--- config.mk ---
export PLATFORM = sky130hd
export DESIGN_NAME = idle_standby_ctrl
export DESIGN_NICKNAME = d
export VERILOG_FILES = /design/src/rtl/tdas_pkg.sv /design/src/rtl/tdas_activity_detect.sv /design/src/rtl/tdas_idle_timer.sv /design/src/rtl/tdas_sleep_fsm.sv /design/src/rtl/tdas_hold_stage.sv /design/src/rtl/idle_standby_ctrl.sv
export SDC_FILE = /design/constraint.sdc
export NUM_CORES = 1
export LEC_CHECK = 0
export ABC_AREA = 1
export BUFFER_PORTS_ARGS = -buffer_cell sky130_fd_sc_hd__buf_2
export CORE_MARGIN = 3
export CORE_UTILIZATION = 35
export DETAILED_ROUTE_END_ITERATION = 12
export GPL_TIMING_DRIVEN = 0
export PLACE_DENSITY = 0.63
export SLEW_MARGIN = 10
export SYNTH_ARGS = -nofsm -noshare
export SYNTH_HDL_FRONTEND = slang
export SYNTH_SLANG_ARGS = --single-unit
--- constraint.sdc ---
create_clock -name clk -period 1.09 [get_ports clk]
set_input_delay 0.218 -clock clk [delete_from_list [all_inputs] [get_ports clk]]
set_output_delay 0.218 -clock clk [all_outputs]
set_load 0.02 [all_outputs]
--- src/rtl/tdas_pkg.sv ---
package tdas_pkg;

    typedef enum logic [0:0] {
        PM_AWAKE  = 1'b0,
        PM_ASLEEP = 1'b1
    } pm_state_e;

    typedef struct packed {
        logic enter;
        logic leave;
    } pm_event_t;

    function automatic int unsigned cnt_width(input int unsigned limit);
        int unsigned w;
        w = 1;
        while ((1 << w) <= limit) w++;
        return w;
    endfunction

    function automatic logic [31:0] sat_inc(input logic [31:0] v,
                                            input logic [31:0] lim);
        return (v >= lim) ? lim : v + 32'd1;
    endfunction

endpackage

--- src/rtl/tdas_activity_detect.sv ---
module tdas_activity_detect #(
    parameter int unsigned W     = 9,
    parameter int unsigned LANES = 3
) (
    input  logic         clk,
    input  logic         rst,
    input  logic [W-1:0] mon,
    output logic         activity
);
    localparam int unsigned LANE_W = (W + LANES - 1) / LANES;
    localparam int unsigned PAD_W  = LANE_W * LANES;

    logic [W-1:0]     prev_q;
    logic [PAD_W-1:0] diff_pad;
    logic [LANES-1:0] lane_hit;

    always_ff @(posedge clk) begin
        prev_q <= mon;
    end

    always_comb begin
        diff_pad = '0;
        if (!rst) diff_pad[W-1:0] = mon ^ prev_q;
    end

    for (genvar g = 0; g < LANES; g++) begin : g_lane
        assign lane_hit[g] = |diff_pad[g*LANE_W +: LANE_W];
    end

    assign activity = |lane_hit;

endmodule

--- src/rtl/tdas_idle_timer.sv ---
module tdas_idle_timer
    import tdas_pkg::*;
#(
    parameter int unsigned IDLE_THRESH = 3,
    parameter int unsigned CW          = cnt_width(IDLE_THRESH)
) (
    input  logic          clk,
    input  logic          rst,
    input  logic          activity,
    output logic [CW-1:0] idle_cnt,
    output logic          near_limit
);
    localparam logic [31:0] LIM32  = 32'(IDLE_THRESH);
    localparam logic [CW-1:0] LAST = CW'(IDLE_THRESH - 1);

    logic [CW-1:0] cnt_next;

    always_comb begin
        if (activity) cnt_next = '0;
        else          cnt_next = CW'(sat_inc(32'(idle_cnt), LIM32));
    end

    always_ff @(posedge clk) begin
        if (rst) idle_cnt <= '0;
        else     idle_cnt <= cnt_next;
    end

    assign near_limit = !activity && (idle_cnt == LAST);

endmodule

--- src/rtl/tdas_sleep_fsm.sv ---
module tdas_sleep_fsm
    import tdas_pkg::*;
(
    input  logic      clk,
    input  logic      rst,
    input  logic      activity,
    input  logic      near_limit,
    output pm_state_e state,
    output pm_event_t evt
);
    pm_state_e state_next;

    always_comb begin
        state_next = state;
        evt        = '0;
        unique case (state)
            PM_AWAKE: begin
                if (near_limit) begin
                    state_next = PM_ASLEEP;
                    evt.enter  = 1'b1;
                end
            end
            PM_ASLEEP: begin
                if (activity) begin
                    state_next = PM_AWAKE;
                    evt.leave  = 1'b1;
                end
            end
            default: state_next = PM_AWAKE;
        endcase
    end

    always_ff @(posedge clk) begin
        if (rst) state <= PM_AWAKE;
        else     state <= state_next;
    end

endmodule

--- src/rtl/tdas_hold_stage.sv ---
module tdas_hold_stage
    import tdas_pkg::*;
#(
    parameter int unsigned N_OUT = 4
) (
    input  logic             clk,
    input  logic             rst,
    input  pm_state_e        state,
    input  logic [N_OUT-1:0] live_out,
    output logic [N_OUT-1:0] out_q
);
    logic [N_OUT-1:0] hold_q;

    always_ff @(posedge clk) begin
        if (rst || state == PM_AWAKE) hold_q <= live_out;
    end

    for (genvar b = 0; b < N_OUT; b++) begin : g_bit
        assign out_q[b] = (state == PM_ASLEEP) ? hold_q[b] : live_out[b];
    end

endmodule

--- src/rtl/idle_standby_ctrl.sv ---
module idle_standby_ctrl
    import tdas_pkg::*;
#(
    parameter int unsigned N_IN        = 4,
    parameter int unsigned N_IO        = 2,
    parameter int unsigned N_FB        = 2,
    parameter int unsigned N_OUT       = 4,
    parameter int unsigned IDLE_THRESH = 3
) (
    input  logic             clk,
    input  logic             rst,
    input  logic [N_IN-1:0]  in_pins,
    input  logic [N_IO-1:0]  io_pins,
    input  logic             clk_pin,
    input  logic [N_FB-1:0]  fb_sig,
    input  logic [N_OUT-1:0] live_out,
    output logic [N_OUT-1:0] out_q,
    output logic             pwr_down
);
    localparam int unsigned MON_W = N_IN + N_IO + 1 + N_FB;
    localparam int unsigned CW    = cnt_width(IDLE_THRESH);

    logic [MON_W-1:0] mon_vec;
    logic             activity;
    logic [CW-1:0]    idle_cnt;
    logic             near_limit;
    pm_state_e        state;
    pm_event_t        evt;

    assign mon_vec = {fb_sig, clk_pin, io_pins, in_pins};

    tdas_activity_detect #(.W(MON_W), .LANES(3)) u_detect (
        .clk      (clk),
        .rst      (rst),
        .mon      (mon_vec),
        .activity (activity)
    );

    tdas_idle_timer #(.IDLE_THRESH(IDLE_THRESH), .CW(CW)) u_timer (
        .clk        (clk),
        .rst        (rst),
        .activity   (activity),
        .idle_cnt   (idle_cnt),
        .near_limit (near_limit)
    );

    tdas_sleep_fsm u_fsm (
        .clk        (clk),
        .rst        (rst),
        .activity   (activity),
        .near_limit (near_limit),
        .state      (state),
        .evt        (evt)
    );

    tdas_hold_stage #(.N_OUT(N_OUT)) u_hold (
        .clk      (clk),
        .rst      (rst),
        .state    (state),
        .live_out (live_out),
        .out_q    (out_q)
    );

    assign pwr_down = (state == PM_ASLEEP);

endmodule

# Yosys cells after proc, flatten, opt, wreduce, memory -nomap -nowiden
# Cells that the tools add are included.
# word_totals
regBits,16
inputBits,15
output_inout_bits,5
# op_classes
addsub,1
n_lt_le_gt_ge,1
eq_ne,1
muxes,9
bitwise_logic,2
n_reduce_logical,5
# ops
cell,count
OR reduction 10 bit,1
2-to-1 mux 9 bit,1
OR reduction 9 bit,1
bitwise XOR 9 bit,1
2-to-1 mux 1 bit,6
"adder 2 x 1 -> 2 bit, second input constant",1
"== test 2 bit, second input constant",1
">= comparator 2 bit, second input constant",1
2-to-1 mux 2 bit,1
case mux 1 bit (2 select lines),1
logical AND 1 bit,1
zero test 1 bit,1
logical OR 1 bit,1
NOT 1 bit,1

# Depth between registers and ports, before layout
# depth
depth_word,7
mapped_depth,6
mapped_depth_nobuf,6

# Modules after synthesis
# From an unflattened synthesis, not the netlist that was laid out.
# unflattened
cells_unflattened,99
hier_area_um2,690.7
# modules_own_cells
module,instances,cells_per_inst,area_per_inst_um2
tdas_activity_detect,1,59,384.1
tdas_hold_stage,1,19,176.4
tdas_idle_timer,1,12,77.6
tdas_sleep_fsm,1,9,52.6

# Least setup slack after synthesis
# OpenSTA, ideal clock, no wires.
# synth_timing
path_kind,reg2out
startpoint,reg u_fsm.state
endpoint,out out_q[0]
arrival_time_ns,0.953
required_time_ns,0.872
slack_ns,-0.081
path_stages_with_launch,2
n_path_buf,0
path_cell_list,dfxtp_1 -> mux2_2
# synth_between
elab_chain_len,1
# synth_rtl
item,line,rtl
from (decl),tdas_sleep_fsm.sv:8,"output pm_state_e state,"
from (signal assigned),tdas_sleep_fsm.sv:35,else state <= state_next;
2-to-1 mux 1 bit,tdas_hold_stage.sv:19,assign out_q[b] = (state == PM_ASLEEP) ? hold_q[b] : live_out[b];
to (decl),idle_standby_ctrl.sv:17,"output logic [N_OUT-1:0] out_q,"
# No other way between the ends.

# Final worst setup path
# Same ends and word-level chain as after synthesis.

==> metrics.md <==
| Metric | Value |
|---|---|
| Hold Vio Cnt, Final | `0` |
| Final Non-Filler Cells | `127` |
| Synth Flop Type | `dfxtp_1` |
| # port buffers | `19` |
| Clock Root Buffer | `clkbuf_4` |
| CP delay by family, top | `flip-flops` |
| VDD IR max | `about 0.0013 V` |
| Remaining Overflow, GRT | `0` |
| F_max | `743 MHz` |
| Routed vias/inst | `around 4.0` |
| Largest net degree at the start of global routing | `10` |
| Syn Nets | `between 90 and 100` |
| Type of origin of the critical path | `flip-flop` |
| First-pass GRT wire length | `between 1.5 and 2 mm` |
| 1st-pass router iterations | `4` |
| Row count | `14` |
| Htree depth | `1` |
| Crit path required time | `0.87 ns` |
| EDFF count, synth | `4` |
| Post-DP Area | `~760 sq um` |
| Initial Util | `a little under 40%` |
| RSZ-0062 raised after global routing | `yes` |
| Clock tree sinks | `16` |
| Final instance area | `roughly 840 sq um` |
| Residual DRC | `0` |
| Die Area | `about 2400 sq um` |
| Synth area leader | `dfxtp_1` |
| CP max FO | `6` |
| 1st-iter DRT viols | `13` |
| Final worst-path cycle share | `124%` |
| FF+latch count, synth | `16` |
| GP Congestion | `between 0.6 and 0.7` |
| Hold Crit Start | `fb_sig[1]` |
| Commonest cells in the netlist | `26 x nand2_1, 18 x inv_1, 12 x dfxtp_1, 10 x nor2_1` |
| TritonCTS Buffers | `3` |
| DR WL/cell | `roughly 8 um` |
| Worst skew pair latency | `0.28 ns` |
| Antenna diodes | `0` |
| Cell Chain, Critical Path | `mux2_4 -> buf_6` |
| WS Path Type | `reg2out` |
| Hold_buf cts | `0` |
| Cells after Synth | `79` |
| Layout cells sized above 1 | `~27%` |
| Via count | `508` |
| Vias in the first global route | `450` |
| Worst-case clock buffer depth | `2` |
| Worst Tran Pin Value | `roughly 0.17 ns` |
| Core area | `approximately 1600 sq um` |
| Max cap viols | `0` |
| Post-synthesis async set-or-reset flop share | `0%` |
| Depth of the worst register-to-register path | `2` |
| Die H | `a little under 50 um` |
| Hold_ws | `a little under 0.05 ns` |
| CP bufs+invs | `1` |
| Crit-path slowest cell | `dfxtp_4` |
| Share of the synthesized area in the top cell type | `37.9%` |
| TritonCTS clock tree | `done` |
| Die width | `48.5 um` |
| Worst Hold Path Cells | `1` |
| Final wirelength | `slightly above 1 mm` |
| CP endpoint kind | `output port` |
| Avg Cell Area, Syn | `approximately 8 sq um` |
| Post-synthesis sequential area ratio | `a little under three fifths` |
| Reg clk slew, reported paths | `~0.09 ns` |
| Distinct cells, synth | `9` |
| Initial antenna violation count | `0` |
| LEAKAGE | `0.460 nW` |
| R2r startpoint | `u_fsm.state` |
| Min Tclk post-route | `around 1.3 ns` |
| Routed Antenna Nets | `0` |
| P&R area growth vs syn | `32.0%` |
| Outcome | `finished, violations left` |
| Setup tns final | `-1.02 ns` |
| Crit-path max cell delay | `approximately 0.40 ns` |
| Worst Hold Endpoint | `u_detect.prev_q[8]` |
| Count leader, synth | `nand2_1` |
| CP arrival | `between 1 and 1.5 ns` |
| Power density over cell area | `~1300 nW/um^2` |
| Worst R2R End | `u_hold.hold_q[1]` |
| DP Cell Count | `about 120` |
| Final Skew | `between 0.006 and 0.007 ns` |
| Mapped Area | `roughly 630 sq um` |
| R2R setup slack | `around 0.13 ns` |
| Dpl ws | `-0.0301 ns` |
| Min-delay worst type | `in2reg` |
| Fin nets | `119` |
| Slew Limit Fails | `0` |
| Worst Slack Setup Final | `-0.257 ns` |
| Hpwl dp | `approximately 800 um` |
| Slew headroom | `around 89%` |
| Final setup fails | `4` |
| Ys Warns | `0` |
| Top Ports | `20` |
| Failing checks | `setup timing` |
| Critical Path Stages | `2` |
| Total GRT Usage | `~9.7%` |
| Top cells by area, synth | `dfxtp_1 38%, edfxtp_1 19%, nand2_1 15%, inv_1 11%, mux2_2 7.1%` |
-- what timing repair did --
action	4_1_cts	5_1_grt
setup endpoints to repair	5	5
hold endpoints to repair	0	0
gates resized for setup	13	0
setup buffers	1	0
-- worst max path at each step --
stage / startpoint / end / slack, ns
2_1_floorplan: u_fsm.state / out_q[0] / 0.04
3_3_place_gp: u_fsm.state / out_q[3] / -0.006
3_5_place_dp: u_fsm.state / out_q[0] / -0.03
4_1_cts: u_fsm.state / out_q[0] / -0.28
5_1_grt: u_fsm.state / out_q[1] / -0.30
6_report: u_fsm.state / out_q[0] / -0.26
-- cells in the final DEF, fill, tap and decap left out --
cell type	n
a21oi_1	1
buf_2	15
buf_4	1
buf_6	4
clkbuf_1	1
clkbuf_4	3
dfxtp_1	11
dfxtp_4	1
edfxtp_1	4
inv_1	18
mux2_4	4
nand2_1	26
nand3_1	1
nor2_1	10
nor3_1	3
-- where the power goes --
part           total [mW]  internal, mW  leakage [nW]  switching [mW]
sequential          0.640         0.630         0.143         0.00989
clock               0.316         0.142        0.0150           0.174
combinational       0.121        0.0622         0.302          0.0592
-- registers in the layout (all words and copies together) (netlist names) --
name and flops:
u_fsm.state 1, u_detect.prev_q 9, u_timer.idle_cnt 2, u_hold.hold_q 4
-- kinds of logic (layout without fill, tap and decap cells) --
logic type             Yosys count  count (layout)  synth area share (%)
DFF                             16              16                  56.9
AOI/OAI and AO/OA                1               1                 0.790
muxes                            4               4                  7.11
buffers and inverters           18              42                  10.7
and+or+nand+nor                 40              40                  24.5
-- per-stage QoR --
step | util, % | total power [mW]
after floorplan | - | 0.716
after global placement | 47.6 | 0.759
after detailed placement | 47.6 | 0.764
after CTS | 52.4 | 1.09
after global routing | 52.4 | 1.13
final | 52.4 | 1.08
-- final cells by class --
type                            instances  area [sq um]
Fill cell                             158           758
Sequential cell                        16           364
Multi-Input combinational cell         45           220
Timing Repair Buffer                   20           128
Inverter                               18          67.6
Tap cell                               24          30.0
Clock buffer                            4          26.3
-- per-layer routing --
metal | vias up | global-route usage, % | wire, um
met3 | 2 | 4.91 | 85
met5 | - | 0 | 0
met1 | 207 | 11.4 | 464
li1 | 280 | - | -
met2 | 19 | 15.4 | 444
met4 | 0 | 2.84 | 12
Power figures use the tool's default switching activity.
